$ cat config.mk
export PLATFORM = sky130hd
export DESIGN_NAME = uart_os_rx
export DESIGN_NICKNAME = d
export VERILOG_FILES = /design/src/rtl/uart_os_rx_pkg.sv /design/src/rtl/uart_os_rx_tick.sv /design/src/rtl/uart_os_rx_sync.sv /design/src/rtl/uart_os_rx_frame.sv /design/src/rtl/uart_os_rx.sv
export SDC_FILE = /design/constraint.sdc
export NUM_CORES = 1
export LEC_CHECK = 0
export BUFFER_PORTS_ARGS = -buffer_cell sky130_fd_sc_hd__buf_2
export CORE_UTILIZATION = 51
export DETAILED_ROUTE_END_ITERATION = 7
export PLACE_DENSITY = 0.73
export SLEW_MARGIN = 20
export SYNTH_ARGS = -nofsm -noshare
export SYNTH_HDL_FRONTEND = slang
export SYNTH_SLANG_ARGS = --single-unit
$ cat constraint.sdc
create_clock -name clk -period 1.9 [get_ports clk]
set_input_delay 0.285 -clock clk [delete_from_list [all_inputs] [get_ports clk]]
set_output_delay 0.285 -clock clk [all_outputs]
set_load 0.005 [all_outputs]
$ cat src/rtl/uart_os_rx_pkg.sv
package uart_os_rx_pkg;
  localparam int OVERSAMPLE = 16;
  localparam int HALF_BIT   = OVERSAMPLE / 2;
  localparam int TCNT_W     = $clog2(OVERSAMPLE);

  typedef enum logic [2:0] {
    ST_IDLE,
    ST_START,
    ST_DATA,
    ST_PAR,
    ST_STOP,
    ST_WAIT_HI
  } rx_state_e;
endpackage

$ cat src/rtl/uart_os_rx_tick.sv
module uart_os_rx_tick #(
  parameter int CLK_DIV = 4
) (
  input  logic clk,
  input  logic rst,
  output logic tick
);
  localparam int CW = (CLK_DIV > 1) ? $clog2(CLK_DIV) : 1;
  localparam logic [CW-1:0] LAST = CW'(CLK_DIV - 1);

  logic [CW-1:0] cnt;

  always_ff @(posedge clk) begin
    if (rst) begin
      cnt  <= '0;
      tick <= 1'b0;
    end else begin
      tick <= (cnt == LAST);
      cnt  <= (cnt == LAST) ? '0 : cnt + 1'b1;
    end
  end

  AST_TICK_SINGLE: assert property (@(posedge clk) disable iff (rst)
    tick |=> !tick);
endmodule

$ cat src/rtl/uart_os_rx_sync.sv
module uart_os_rx_sync #(
  parameter int STAGES = 2
) (
  input  logic clk,
  input  logic rst,
  input  logic din,
  output logic dout
);
  logic [STAGES-1:0] ff;

  generate
    if (STAGES == 1) begin : g_one
      always_ff @(posedge clk) begin
        if (rst) ff <= '1;
        else     ff <= din;
      end
    end else begin : g_chain
      always_ff @(posedge clk) begin
        if (rst) ff <= '1;
        else     ff <= {ff[STAGES-2:0], din};
      end
    end
  endgenerate

  assign dout = ff[STAGES-1];
endmodule

$ cat src/rtl/uart_os_rx_frame.sv
module uart_os_rx_frame
  import uart_os_rx_pkg::*;
#(
  parameter int DATA_BITS = 8,
  parameter bit PARITY_EN = 1'b0
) (
  input  logic                 clk,
  input  logic                 rst,
  input  logic                 tick,
  input  logic                 line,
  output logic [DATA_BITS-1:0] rx_byte,
  output logic                 rx_valid,
  output logic                 rx_err
);
  localparam int IW = (DATA_BITS > 1) ? $clog2(DATA_BITS) : 1;
  localparam logic [IW-1:0]     LAST_IDX = IW'(DATA_BITS - 1);
  localparam logic [TCNT_W-1:0] FULL_CNT = TCNT_W'(OVERSAMPLE - 1);
  localparam logic [TCNT_W-1:0] MID_CNT  = TCNT_W'(HALF_BIT - 1);

  rx_state_e            state;
  logic [TCNT_W-1:0]    cnt;
  logic [IW-1:0]        idx;
  logic [DATA_BITS-1:0] shreg;
  logic                 par_bit;
  logic                 prev;
  logic                 par_bad;

  assign par_bad = PARITY_EN && ((^shreg) ^ par_bit);

  always_ff @(posedge clk) begin
    if (rst) begin
      state    <= ST_IDLE;
      cnt      <= '0;
      idx      <= '0;
      shreg    <= '0;
      par_bit  <= 1'b0;
      prev     <= 1'b1;
      rx_byte  <= '0;
      rx_valid <= 1'b0;
      rx_err   <= 1'b0;
    end else begin
      rx_valid <= 1'b0;
      rx_err   <= 1'b0;
      if (tick) begin
        prev <= line;
        case (state)
          ST_IDLE: begin
            if (prev && !line) begin
              state <= ST_START;
              cnt   <= '0;
            end
          end
          ST_START: begin
            if (cnt == MID_CNT) begin
              cnt   <= '0;
              idx   <= '0;
              state <= line ? ST_IDLE : ST_DATA;
            end else begin
              cnt <= cnt + 1'b1;
            end
          end
          ST_DATA: begin
            if (cnt == FULL_CNT) begin
              cnt   <= '0;
              shreg <= {line, shreg[DATA_BITS-1:1]};
              if (idx == LAST_IDX) state <= PARITY_EN ? ST_PAR : ST_STOP;
              else                 idx   <= idx + 1'b1;
            end else begin
              cnt <= cnt + 1'b1;
            end
          end
          ST_PAR: begin
            if (cnt == FULL_CNT) begin
              cnt     <= '0;
              par_bit <= line;
              state   <= ST_STOP;
            end else begin
              cnt <= cnt + 1'b1;
            end
          end
          ST_STOP: begin
            if (cnt == FULL_CNT) begin
              cnt <= '0;
              if (!line) begin
                rx_err <= 1'b1;
                state  <= ST_WAIT_HI;
              end else if (par_bad) begin
                rx_err <= 1'b1;
                state  <= ST_IDLE;
              end else begin
                rx_valid <= 1'b1;
                rx_byte  <= shreg;
                state    <= ST_IDLE;
              end
            end else begin
              cnt <= cnt + 1'b1;
            end
          end
          ST_WAIT_HI: begin
            if (line) state <= ST_IDLE;
          end
          default: state <= ST_IDLE;
        endcase
      end
    end
  end

  AST_STATE_ON_TICK: assert property (@(posedge clk) disable iff (rst)
    (state != $past(state)) |-> $past(tick));
  AST_WAIT_EXIT: assert property (@(posedge clk) disable iff (rst)
    ($past(state) == ST_WAIT_HI && state == ST_IDLE) |-> $past(line));
  AST_VALID_PULSE: assert property (@(posedge clk) disable iff (rst)
    rx_valid |=> !rx_valid);
  AST_BYTE_HOLD: assert property (@(posedge clk) disable iff (rst)
    !$stable(rx_byte) |-> rx_valid);
  AST_ERR_PULSE: assert property (@(posedge clk) disable iff (rst)
    rx_err |=> !rx_err);
  AST_STROBE_EXCL: assert property (@(posedge clk) disable iff (rst)
    !(rx_valid && rx_err));
endmodule

$ cat src/rtl/uart_os_rx.sv
module uart_os_rx #(
  parameter int CLK_DIV     = 4,
  parameter int DATA_BITS   = 8,
  parameter bit PARITY_EN   = 1'b0,
  parameter int SYNC_STAGES = 2
) (
  input  logic                 clk,
  input  logic                 rst,
  input  logic                 rxd,
  output logic [DATA_BITS-1:0] rx_byte,
  output logic                 rx_valid,
  output logic                 rx_err
);
  logic tick;
  logic line_s;

  uart_os_rx_tick #(.CLK_DIV(CLK_DIV)) u_tick (
    .clk (clk),
    .rst (rst),
    .tick(tick)
  );

  uart_os_rx_sync #(.STAGES(SYNC_STAGES)) u_sync (
    .clk (clk),
    .rst (rst),
    .din (rxd),
    .dout(line_s)
  );

  uart_os_rx_frame #(.DATA_BITS(DATA_BITS), .PARITY_EN(PARITY_EN)) u_frame (
    .clk     (clk),
    .rst     (rst),
    .tick    (tick),
    .line    (line_s),
    .rx_byte (rx_byte),
    .rx_valid(rx_valid),
    .rx_err  (rx_err)
  );
endmodule

* After elaboration in Yosys (flattened, before gate mapping) *
Cells that the tools add are included.

word-level totals
  flip-flop bits (word level) = 34

operators by class
  bitwise gates (word level) = 3
  reduce and logical (&&, ||, !) cells = 13
  muxes and demuxes = 20
  equal/unequal tests = 17
  $add $sub $neg = 3

operator list
  cell                                                                   count
  3-bit two-way mux                                                      11
  3-bit one-hot mux with 6 select lines                                  1
  4-bit two-way mux                                                      3
  2-bit by 1-bit != test with 1-bit output, second input constant        6
  4-bit one-hot mux with 3 select lines                                  1
  3-bit equality test, second input constant                             3
  8-bit AND reduction                                                    1
  3-bit by 2-bit equality test with 1-bit output, second input constant  2
  3-bit one-hot mux with 2 select lines                                  1
  3-bit AND reduction                                                    2
  5-bit AND reduction                                                    1
  4-bit by 1-bit adder with 4-bit output, second input constant          1
  4-bit by 3-bit equality test with 1-bit output, second input constant  1
  4-bit equality test, second input constant                             1
  2-bit != test, second input constant                                   2
  4-bit AND reduction                                                    1
  4-bit OR reduction                                                     1
  3-bit by 1-bit adder with 3-bit output, second input constant          1
  3-bit by 1-bit equality test with 1-bit output, second input constant  1
  3-bit zero test                                                        1
  1-bit inverter                                                         3
  3-bit nonzero test                                                     1
  3-bit OR reduction                                                     1
  2-bit by 1-bit adder with 2-bit output, second input constant          1
  7 further kinds                                                        8

* Logic depth before layout (Yosys ltp) *
Gate-level depths: netlist of the first run.

  depth after elaboration = 4
  gate-level depth with buffers = 7
  mapped depth without buffers = 7

* Hierarchy *
A second synthesis of the first run with hierarchy kept.

unflattened totals
  cell total of the unflattened synthesis = 154
  area, all modules = 1542.7 um^2

by module, submodules not included
  module            times used  cells each  area each (um^2)  seq. area each (um^2)
  uart_os_rx_frame  1           143         1393.8            580.6
  uart_os_rx_tick   1           7           96.3              60.1
  uart_os_rx_sync   1           4           52.6              40.0

* Worst setup path before layout of the first run *
Ideal clock, no wire load.

  path kind = reg2reg
  start = reg u_frame.idx[0]
  end = reg u_frame.idx[0]
  setup slack = 0.043 ns
  cell stages (with the launch flop) = 8
  required time = 1.830 ns
  setup time = 0.070 ns
  data arrival time = 1.788 ns
  period minus slack after synthesis = 1.857 ns
  path through = dfxtp_1 ha_1 ha_1 nor2_1 a31oi_1 or3_4 or4_1 a21oi_1

between the ends
  cells in the longest elaborated chain, start to end = 4

RTL lines
  element                                 line                    RTL
  start, declared                         uart_os_rx_frame.sv:22  logic [IW-1:0] idx;
  start signal, assigned                  uart_os_rx_frame.sv:67  else idx <= idx + 1'b1;
  3-bit by 1-bit adder with 3-bit output  uart_os_rx_frame.sv:67
  3-bit two-way mux                       uart_os_rx_frame.sv:66  if (idx == LAST_IDX) state <= PARITY_EN ? ST_PAR : ST_STOP;
  3-bit two-way mux                       uart_os_rx_frame.sv:63  if (cnt == FULL_CNT) begin
  3-bit one-hot mux with 2 select lines   uart_os_rx_frame.sv:46  case (state)

Several ways; a longest one is shown, not always the timed one. The select of a mux whose other input is x is not followed.
A chain may end at the register's enable or synchronous reset.

* Final worst setup path of the first run *
  start = reg u_frame.idx[1]
  end = reg u_frame.idx[0]

between the ends
  cells in the longest elaborated chain, start to end = 3

RTL lines
  element                               line
  3-bit equality test                   uart_os_rx_frame.sv:66
  2-bit != test (no source line)        n/a
  5-bit AND reduction (no source line)  n/a

No other way between the ends.

==> reports/metrics.yaml, run 1 <==
gr-usage-met3_pct: 5.814
netSwitchingFraction_pct: 21.55
route.detailed.wl_per_inst_um: 13.13
cell_internal_power_dissipation_w: 0.0009151
combPwrFrac_pct: 2.9
cts_tree: "yes"
whs_ns: 0.1285
arrival_ns: 2.17
p_leak_nw: 0.7308
setup_viol: 1
layout-area-overhead-vs-synth_pct: 19.18
critical-path-top-cell-by-count: "ha_4"
synth_cells: 153
rsz_0062_raised_after_global_routing: "true"
final-max-slew-violation-count: 0
worst_hold_path_type: "primary input to flip-flop"
number_of_clock_sinks_seen_by_cts: 34
finalCriticalPeriod_ns: 1.906
tritoncts.num_buffers: 5
gr-usage-met1_pct: 22.92
critical_path.startpoint_type: "flip-flop"
maxCapViolations: 0
htree_num_levels: 2
final_min_period_over_clock_period_pct: 100.3
initial_core_util_pct: 53.68
synth.ff_latch_count: 34
fmax_ghz: 0.5247
clock_tree.root_cell: "clkbuf_4"
layout.cell_area.non_filler_mm2: 0.001749
timing.critical_path.slowest_stage_cell: "or4_4"
placed_cell_area_mm2: 0.001584
number_of_global_route_vias_before_repair: 1042
r2r_start: "u_frame.idx[1]$_SDFFE_PP0P_"
vias: 1127
global_route.usage.met2_pct: 30.12
critical_path.cell_chain: "ha_4 -> ha_4 -> nor2_4 -> a31oi_2 -> or3_4 -> or4_4 -> a21oi_2"
post_synth.cell_area_avg_um2: 9.593
die_h_um: 55.65
dr_pass1_iterations: 4
remaining_drc_errors: 0
dp.final_hpwl_mm: 1.808
total_switching_power_w: 0.0002514
via_per_inst: 5.418
min-delay-start: "rxd"
detail_route.iter0.violations: 29
worstMarginPinSlew_ns: 0.5794
synth.cell_area_mm2: 0.001468
setup_tns_ns: -0.005721
whs_path_depth: 2
globalRoute.totalOverflow: 0
slew-limit-headroom_pct: 61.37
outcome: "finished, violations left"
endpoint_kind: "flip-flop"
cts_hold_repair.buffers: 0
pwr-share-clk_pct: 34.8
antenna_violating_nets_post_route: 0
cts.clk_slew.worst_paths_ns: 0.10
layout_setup_ws_ns: -0.005721
gr-max-usage-layer: "met2"
clockBufferDepth: 2
chipWidth_um: 55.65
place_inst: 195
ys_types: 36
synth_ff_type: "dfxtp_1"
port-buffer-count: 12
pin_count: 13
critical_path_peak_fanout: 2
ys_seq_area_share_pct: 46.38
placement_rows: 19
maximum_number_of_pins_on_one_net_before_global_route_repair: 35
failed_checks: "negative setup slack"
finalWeightedCongestion: 0.7862
timing.final.hold_violations: 0
worstPathRequired_ns: 2.16
final_cells: 208
path_class: "flip-flop to flip-flop"
hold-path-endpoint: "u_sync.ff[0]$_SDFF_PP1_"
power_w: 0.001167
number_of_synthesized_flops_with_an_enable_pin: 0
num_antenna_cells: 0
rr_worst_depth: 7
peakVddDrop_uv: 583.3
clock_insertion_delay_worst_skew_ns: 0.33
track_usage_pct: 18.72
fp.coreArea_mm2: 0.002734
postSynth.asyncResetShare_pct: 0
worstReg2RegEnd: "u_frame.idx[0]$_SDFFE_PP0P_"
critical-path-max-stage-delay_ns: 0.48
fin_nets: 183
final_layout_size_suffix_gt1_share_pct: 30.51
antenna_violations_before_repair: 0
die_area_mm2: 0.003096
detailed_route_wire_length_mm: 2.732
finClkSkew_ns: 0.01082
power.density_mw_per_mm2: 666.9
postSynthNetCount: 160
ff_to_ff_setup_slack_ns: -0.006
wire_length_of_the_first_global_routing_pass_mm: 4.533
synth-warning-count: 0
share_seq_of_total_power_pct: 62.3
-- cell families after synthesis --
group | Yosys count | synth area share (%)
AOI/OAI and AO/OA | 20 | 8.867
and+or+nand+nor | 65 | 24.21
buffers and inverters | 11 | 4.263
adders and majority gates | 4 | 3.410
DFF | 34 | 46.38
xor gates and xnor gates | 1 | 0.5969
muxes | 18 | 12.28
-- stage by stage --
| stage | setup slack, ns | utilization, % |
|---|---|---|
| after floorplan | 0.04257 | - |
| after global placement | 0.008769 | 57.94 |
| after detailed placement | -0.05082 | 57.94 |
| after CTS | -0.002762 | 62.24 |
| after global routing | -0.07639 | 63.98 |
| final | -0.005721 | 63.98 |
-- critical path, delay by kind of cell (launching register included) --
family | cells | cell delay (ns)
DFF | 1 | 0.35
adders and majority gates | 2 | 0.32
and+or+nand+nor | 3 | 0.91
AOI/OAI and AO/OA | 2 | 0.25
-- cell usage after synthesis, types with 2 or more instances --
master | number | area, um2
dfxtp_1 | 34 | 680.7
nor2_1 | 26 | 97.59
mux2i_1 | 18 | 180.2
nand3_1 | 9 | 45.04
a21oi_1 | 8 | 40.04
nand2_1 | 7 | 26.28
o21ai_0 | 5 | 25.02
ha_1 | 4 | 50.05
buf_4 | 3 | 22.52
clkbuf_1 | 3 | 11.26
nor3_1 | 3 | 15.01
or2_2 | 3 | 18.77
a211o_1 | 2 | 17.52
buf_2 | 2 | 10.01
inv_1 | 2 | 7.510
nand3b_1 | 2 | 15.01
nor2b_1 | 2 | 12.51
nor3b_1 | 2 | 15.01
-- final cells by class --
cell class              instances  area [um2]
fillers                       213       984.7
multi-input cells             108       788.3
flip-flops and latches         34       684.4
repair buffers                 25       170.2
clock buffers                   7       55.05
well taps                      31       38.79
inverters                       2       7.507
clock inverters                 1       5.005
-- layer usage --
metal | share of wire [%] | vias to the layer above
li1 | - | 583
met2 | 49 | 15
met4 | 2.5 | 0
met5 | 0 | -
met3 | 3.1 | 8
met1 | 45 | 521
-- what timing repair did --
action,CTS,global route
buffers inserted,4,1
pin swaps,4,5
gates resized for setup,6,10
setup endpoints to repair,1,17
-- power groups by stage --
stage          Combinational [W]  Clock, W  Sequential, W
2_1_floorplan          0.0000291         0       0.000741
3_3_place_gp           0.0000306         0       0.000743
3_5_place_dp           0.0000325         0       0.000743
4_1_cts                0.0000334  0.000418       0.000727
5_1_grt                0.0000398  0.000451       0.000728
6_report               0.0000338  0.000406       0.000727
-- state kept, by name (all words and copies together) (netlist names) --
name	count
u_frame.idx	3
u_frame.cnt	4
u_tick.cnt	2
u_sync.ff	2
u_frame.rx_valid	1
u_frame.prev	1
u_frame.rx_byte	8
u_frame.state	3
u_frame.shreg	8
u_tick.tick	1
u_frame.rx_err	1
-- placed cells by master, fill, tap and decap left out, types with 2 or more instances in the layout --
| cell type | instances |
|---|---|
| dfxtp_2 | 3 |
| nor2b_1 | 2 |
| buf_4 | 12 |
| a21oi_1 | 7 |
| nor3_1 | 2 |
| o21ai_0 | 4 |
| nand3b_1 | 2 |
| nor2_1 | 25 |
| ha_4 | 3 |
| a211o_1 | 2 |
| clkbuf_4 | 5 |
| nand2_1 | 7 |
| dfxtp_1 | 31 |
| buf_2 | 12 |
| mux2i_1 | 18 |
| inv_1 | 2 |
| or2_2 | 3 |
| nand3_1 | 9 |
| nor3b_1 | 2 |
-- worst max-delay path by stage --
| stage | cells after the start | end | slack (ns) | from |
|---|---|---|---|---|
| 5_1_grt | 11 | u_frame.idx[1]$_SDFFE_PP0P_ | -0.08 | u_frame.idx[0]$_SDFFE_PP0P_ |
| 3_5_place_dp | 7 | u_frame.idx[0]$_SDFFE_PP0P_ | -0.05 | u_frame.idx[1]$_SDFFE_PP0P_ |
| 6_report | 7 | u_frame.idx[0]$_SDFFE_PP0P_ | -0.006 | u_frame.idx[1]$_SDFFE_PP0P_ |
| 3_3_place_gp | 7 | u_frame.idx[0]$_SDFFE_PP0P_ | 0.009 | u_frame.idx[0]$_SDFFE_PP0P_ |
| 4_1_cts | 7 | u_frame.idx[0]$_SDFFE_PP0P_ | -0.003 | u_frame.idx[1]$_SDFFE_PP0P_ |
| 2_1_floorplan | 7 | u_frame.idx[0]$_SDFFE_PP0P_ | 0.04 | u_frame.idx[0]$_SDFFE_PP0P_ |
(Power assumes the default switching activity.)
==> inputs of run 2 (changes only) <==
Settings changed: BUFFER_PORTS_ARGS -buffer_cell sky130_fd_sc_hd__buf_2 to -buffer_cell sky130_fd_sc_hd__buf_4, CORE_ASPECT_RATIO set to 1.1, SLEW_MARGIN 20 to unset.
==> run 2 against run 1 <==
  * The flow still finishes with violations (negative setup slack)
  * Via count rose by 0.44%
  * Combinational power down 4%
  * Clock-buffer cell count increased by 1
  * Design area fell by 0.36%
  * Setup slack lost 0.018 ns
  * Global-route usage is 1.7 points higher
  * Largest power group unchanged
==> reports/metrics.yaml, run 2 (synthesis results as in run 1) <==
outcome: "finished, violations left"
failed_checks: "negative setup slack"
antenna_violations_before_repair: 0  # unchanged
peakVddDrop_uv: 509.5  # -13%
route.detailed.wl_per_inst_um: 13.50  # +2.8%
power.density_mw_per_mm2: 714.0  # +7.1%
wl_met2_mm: 1.423  # +6.1%
die_area_mm2: 0.003097  # about the same
worstReg2RegEnd: "u_frame.idx[0]$_SDFFE_PP0P_"
track_usage_pct: 20.45  # +1.7 points
antenna_violating_nets_post_route: 0  # unchanged
reg_top3: "u_frame.rx_byte: 8 flops, u_frame.shreg: 8 flops, u_frame.cnt: 4 flops"
final_cells: 206  # -0.96%
r2r_start: "u_frame.idx[0]$_SDFFE_PP0P_"
rr_worst_depth: 7  # unchanged
worstPathRequired_ns: 2.16  # about the same
clock_insertion_delay_worst_skew_ns: 0.32  # about the same
arrival_ns: 2.19  # +0.02 ns
dp.final_hpwl_mm: 1.794  # -0.79%
layout_setup_ws_ns: -0.02370  # -0.01798 ns
remaining_drc_errors: 0  # unchanged
die_h_um: 58.27  # +4.7%
wl_met1_mm: 1.221  # -1.3%
fillCellCount: 240  # +13%
critical_path.startpoint: "u_frame.idx[0]$_SDFFE_PP0P_"
detail_route.iter0.violations: 15  # -48%
port-buffer-count: 12  # unchanged
wl_met3_um: 79  # -7.1%
fin_nets: 179  # -2.2%
final-seq-area_um2: 684.4  # unchanged
maxCapViolations: 0  # unchanged
finalCriticalPeriod_ns: 1.924  # +0.01798 ns
clockBufferDepth: 2  # unchanged
cts_hold_repair.buffers: 0  # unchanged
pin_count: 13  # unchanged
num_antenna_cells: 0  # unchanged
cts_tree: "yes"
worstMarginPinSlew_ns: 0.4447  # -0.1347 ns
finalWeightedCongestion: 0.8417  # +7.1%
critical_path_peak_fanout: 2  # unchanged
htree_num_levels: 2  # unchanged
place_inst: 194  # -0.51%
timing.critical_path.slowest_stage_cell: "or4_4"
placed_cell_area_mm2: 0.001582  # -0.16%
dr_pass1_iterations: 4  # unchanged
critical-path-max-stage-delay_ns: 0.50  # +0.02 ns
number_of_global_route_vias_before_repair: 1100  # +5.6%
detailed_route_wire_length_mm: 2.781  # +1.8%
p_leak_nw: 0.7202  # -1.5%
initial_core_util_pct: 53.32  # -0.37 points
critical_path.startpoint_type: "flip-flop"
path_class: "flip-flop to flip-flop"
critical_path.cell_chain: "ha_4 -> ha_4 -> nor2_4 -> a31oi_2 -> or3_4 -> or4_4 -> a21oi_2"
endpoint_kind: "flip-flop"
rsz_0062_raised_after_global_routing: "true"
topRoutingLayerUsed: "met4"
timing.final.hold_violations: 0  # unchanged
placement_rows: 20  # +1
final-max-slew-violation-count: 0  # unchanged
vias: 1132  # +0.44%
layout.cells.most_common_list: "31 x dfxtp_1, 25 x nor2_1, 21 x buf_4"
postLayoutCoreUtil_pct: 63.32  # -0.66 points
crit_end: "u_frame.idx[0]$_SDFFE_PP0P_"
setup_viol: 1  # unchanged
finClkSkew_ns: 0.004435  # -0.006388 ns
fmax_ghz: 0.5198  # -0.93%
layout-area-overhead-vs-synth_pct: 18.76
maximum_number_of_pins_on_one_net_before_global_route_repair: 35  # unchanged
tritoncts.num_buffers: 5  # unchanged
clock_tree.root_cell: "clkbuf_4"
final_min_period_over_clock_period_pct: 101.2  # +0.95 points
slew-limit-headroom_pct: 70.09  # +8.7 points
most_common_cell_after_layout_fill_and_taps_aside: "dfxtp_1"
number_of_clock_sinks_seen_by_cts: 34  # unchanged
cts.clk_slew.worst_paths_ns: 0.10  # about the same
globalRoute.totalOverflow: 0  # unchanged
final_layout_size_suffix_gt1_share_pct: 28.90  # -1.6 points
via_per_inst: 5.495  # +1.4%
ff_to_ff_setup_slack_ns: -0.02  # -0.02 ns
fp.coreArea_mm2: 0.002753  # +0.69%
layout.cell_area.non_filler_mm2: 0.001743  # -0.36%
critical-path-top-cell-by-count: "ha_4"
multiInputGateArea_um2: 773.2  # -1.9%
chipWidth_um: 53.15  # -4.5%
min-delay-start: "rxd"
worst_hold_path_type: "primary input to flip-flop"
wire_length_of_the_first_global_routing_pass_mm: 4.602  # +1.5%
## run 2: critical path, delay by kind of cell, from the launching register on
kind / cells / cell delay [ns]
compound gates: 2 / 0.25
fa+ha+maj: 2 / 0.33
flops: 1 / 0.35
simple gates: 3 / 0.94
## run 2: metrics by stage
step / hold slack (ns) / setup WS [ns] / power [W] / TNS (ns)
2_1_floorplan: 0.3888 / 0.04257 / 0.0007701 / 0
3_3_place_gp: 0.3913 / 0.01351 / 0.0007738 / 0
3_5_place_dp: 0.3968 / -0.06929 / 0.0007762 / -0.06929
4_1_cts: 0.1217 / -0.03766 / 0.001264 / -0.03766
5_1_grt: 0.1284 / -0.06253 / 0.001296 / -0.06790
6_report: 0.1422 / -0.02370 / 0.001244 / -0.02370
## run 2: timing repair
item	CTS	global route
setup endpoints to repair	1	5
resized for setup	7	6
cloned	0	0
setup buffers	3	1
pin swaps	5	4
## run 2: power breakdown
part           switching [W]  internal [W]
registers         0.00000620      0.000721
clock network       0.000232      0.000253
logic              0.0000179     0.0000144
total               0.000256      0.000989
## run 2: area by class of cell
type / instances / area share [%]
multi-input combinational: 108 / 44.36
sequential: 34 / 39.27
timing repair buffer: 21 / 9.045
clock buffer: 8 / 4.523
tap: 33 / 2.369
inverter: 2 / 0.4307
## run 2: worst min path at each step
| stage | endpoint | cells past startpoint |
|---|---|---|
| final | u_sync.ff[0]$_SDFF_PP1_ | 2 |
| after detailed placement | u_sync.ff[1]$_SDFF_PP1_ | 1 |
| after CTS | u_sync.ff[0]$_SDFF_PP1_ | 2 |
| after global routing | u_sync.ff[0]$_SDFF_PP1_ | 2 |
| after floorplan | u_sync.ff[0]$_SDFF_PP1_ | 1 |
| after global placement | u_sync.ff[1]$_SDFF_PP1_ | 1 |
## run 2: routing by layer
layer | vias to the layer above | track usage [%]
met5 | - | 0
met4 | 0 | 10.53
met3 | 6 | 6.824
met2 | 14 | 34.36
met1 | 542 | 22.48
li1 | 570 | -
==> inputs of run 3 (changes only) <==
Settings changed: PLACE_DENSITY 0.73 to 0.74.
==> run 3 against run 2 <==
  * The flow still finishes with violations (negative setup slack)
  * Setup slack better by 0.022 ns
  * Sequential cell count stayed put
  * Maximum frequency grew 1.2%
  * First-iteration DRC count down 6.7%
  * Utilization about the same
  * Hold slack got worse by 0.019 ns
  * Via count is 0.88% lower
  * Critical path type unchanged
  * Clock power is 38% higher
  * Largest power group unchanged
  * Critical path depth stayed put
  * Sequential share of layout area about the same
  * Combinational power fell by 3%
==> reports/metrics.yaml, run 3 (synthesis results as in run 1) <==
outcome: "finished, violations left"
failed_checks: "negative setup slack"
combPwrFrac_pct: 2.2  # -0.4 points
cts_tree: "yes"
arrival_ns: 2.18  # about the same
route.detailed.wl_per_inst_um: 13.14  # -2.7%
total_switching_power_w: 0.0002793  # +9.2%
detail_route.iter0.violations: 14  # -1
wire_length_of_the_first_global_routing_pass_mm: 4.512  # -2.0%
finalCriticalPeriod_ns: 1.902  # -0.02191 ns
path_buf_inv: 0  # unchanged
peakVddDrop_uv: 1023  # +100%
die_area_mm2: 0.003097  # unchanged
placed_cell_area_mm2: 0.001589  # +0.47%
final_layout_size_suffix_gt1_share_pct: 26.32  # -2.6 points
fillCellCount: 220  # -8.3%
critical_path.startpoint_type: "flip-flop"
netSwitchingFraction_pct: 19.58  # -0.97 points
port-buffer-count: 12  # unchanged
most_common_cell_after_layout_fill_and_taps_aside: "dfxtp_1"
final_cells: 204  # -0.97%
placement_rows: 20  # unchanged
critical-path-top-cell-by-count: "ha_4"
finClkSkew_ns: 0.006819  # +0.002384 ns
vias: 1122  # -0.88%
timing.final.hold_violations: 0  # unchanged
track_usage_pct: 20.04  # -0.41 points
num_antenna_cells: 0  # unchanged
endpoint_kind: "flip-flop"
clock_tree.root_cell: "clkbuf_4"
layout_setup_ws_ns: -0.001791  # +0.02191 ns
fp.coreArea_mm2: 0.002753  # unchanged
slew-limit-headroom_pct: 72.36  # +2.3 points
cts.clk_slew.worst_paths_ns: 0.11  # about the same
cts_hold_repair.buffers: 0  # unchanged
pin_count: 13  # unchanged
number_of_clock_sinks_seen_by_cts: 34  # unchanged
whs_ns: 0.1233  # -0.01887 ns
timing.critical_path.slowest_stage_cell: "or4_1"
clockBufferDepth: 2  # unchanged
p_leak_nw: 0.7183  # -0.27%
share_seq_of_total_power_pct: 51.0  # -7.5 points
maxCapViolations: 0  # unchanged
cpLargestDelayFamily: "simple AND/OR/NAND/NOR gates"
chipWidth_um: 53.15  # unchanged
cell_internal_power_dissipation_w: 0.001147  # +16%
pwr-share-clk_pct: 46.8  # +7.9 points
htree_num_levels: 2  # unchanged
layout.cells.most_common_list: "32 x dfxtp_1, 25 x nor2_1, 19 x buf_4"
antenna_violations_before_repair: 0  # unchanged
layout-area-overhead-vs-synth_pct: 18.67  # about the same
dp.final_hpwl_mm: 1.820  # +1.4%
via_per_inst: 5.500  # about the same
worstPathRequired_ns: 2.18  # +0.02 ns
rsz_0062_raised_after_global_routing: "true"
dr_pass1_iterations: 4  # unchanged
finalWeightedCongestion: 0.8404  # -0.15%
tritoncts.num_buffers: 5  # unchanged
critical_path.cell_chain: "ha_4 -> ha_4 -> nor2_2 -> a31oi_2 -> or3_4 -> or4_1 -> a21oi_1"
power.density_mw_per_mm2: 819.1  # +15%
antenna_violating_nets_post_route: 0  # unchanged
remaining_drc_errors: 0  # unchanged
worstMarginPinSlew_ns: 0.4109  # -0.03374 ns
final-max-slew-violation-count: 0  # unchanged
globalRoute.totalOverflow: 0  # unchanged
die_h_um: 58.27  # unchanged
final_min_period_over_clock_period_pct: 100.1  # -1.2 points
detailed_route_wire_length_mm: 2.680  # -3.6%
critical_path_peak_fanout: 2  # unchanged
setup_viol: 1  # unchanged
critical-path-max-stage-delay_ns: 0.47  # -0.03 ns
fin_nets: 177  # -1.1%
reg_top3: "u_frame.rx_byte: 8 flops, u_frame.shreg: 8 flops, u_frame.cnt: 4 flops"
layout.cell_area.non_filler_mm2: 0.001742  # about the same
fmax_ghz: 0.5258  # +1.2%
place_inst: 195  # +0.52%
clock_insertion_delay_worst_skew_ns: 0.34  # +0.02 ns
worst_hold_path_type: "primary input to flip-flop"
path_class: "flip-flop to flip-flop"
number_of_global_route_vias_before_repair: 1084  # -1.5%
initial_core_util_pct: 53.32  # unchanged
maximum_number_of_pins_on_one_net_before_global_route_repair: 35  # unchanged
[run 3: cell type report]
class | count | area, um2 | share of cell area, %
clock buffers | 5 | 37.54 | 2.155
flip-flops and latches | 34 | 683.2 | 39.22
multi-input cells | 108 | 760.7 | 43.68
repair buffers | 19 | 142.6 | 8.190
inverters | 2 | 7.507 | 0.4310
well taps | 33 | 41.29 | 2.371
clock inverters | 3 | 68.82 | 3.951
[run 3: power groups by stage]
stage,sequential (W),combinational (W),clock (W)
after floorplan,0.000741,0.0000291,0
after global placement,0.000744,0.0000304,0
after detailed placement,0.000744,0.0000317,0
after CTS,0.000728,0.0000317,0.000678
after global routing,0.000730,0.0000354,0.000698
final,0.000728,0.0000312,0.000668
[run 3: final timing paths]
kind,depth (start not counted),from,to,slack [ns]
setup reg to reg,7,u_frame.idx[0]$_SDFFE_PP0P_,u_frame.idx[0]$_SDFFE_PP0P_,-0.002
hold / removal,2,rxd,u_sync.ff[0]$_SDFF_PP1_,0.12
hold reg to reg,1,u_sync.ff[0]$_SDFF_PP1_,u_sync.ff[1]$_SDFF_PP1_,0.42
setup / recovery,7,u_frame.idx[0]$_SDFFE_PP0P_,u_frame.idx[0]$_SDFFE_PP0P_,-0.002
[run 3: repair_timing]
| action | in CTS | in global routing |
|---|---|---|
| gates resized for setup | 5 | 4 |
| pin swaps | 1 | 1 |
| buffers inserted | 1 | 0 |
| setup endpoints to repair | 1 | 5 |
[run 3: layer usage]
layer | up-vias | track usage [%] | share of wire [%]
met4 | 0 | 7.895 | 1.9
met3 | 6 | 6.299 | 3.2
met5 | - | 0 | 0
met1 | 529 | 22.06 | 43
li1 | 569 | - | -
met2 | 18 | 35.08 | 52
[run 3: per-stage QoR]
stage | utilization, % | worst slack, ns | TNS [ns] | power, W
5_1_grt | 63.27 | -0.06069 | -0.06069 | 0.001464
3_5_place_dp | 57.73 | -0.08813 | -0.08813 | 0.0007760
3_3_place_gp | 57.73 | 0.01503 | 0 | 0.0007741
4_1_cts | 62.82 | 0.008128 | 0 | 0.001438
6_report | 63.27 | -0.001791 | -0.001791 | 0.001427
2_1_floorplan | - | 0.04257 | 0 | 0.0007701
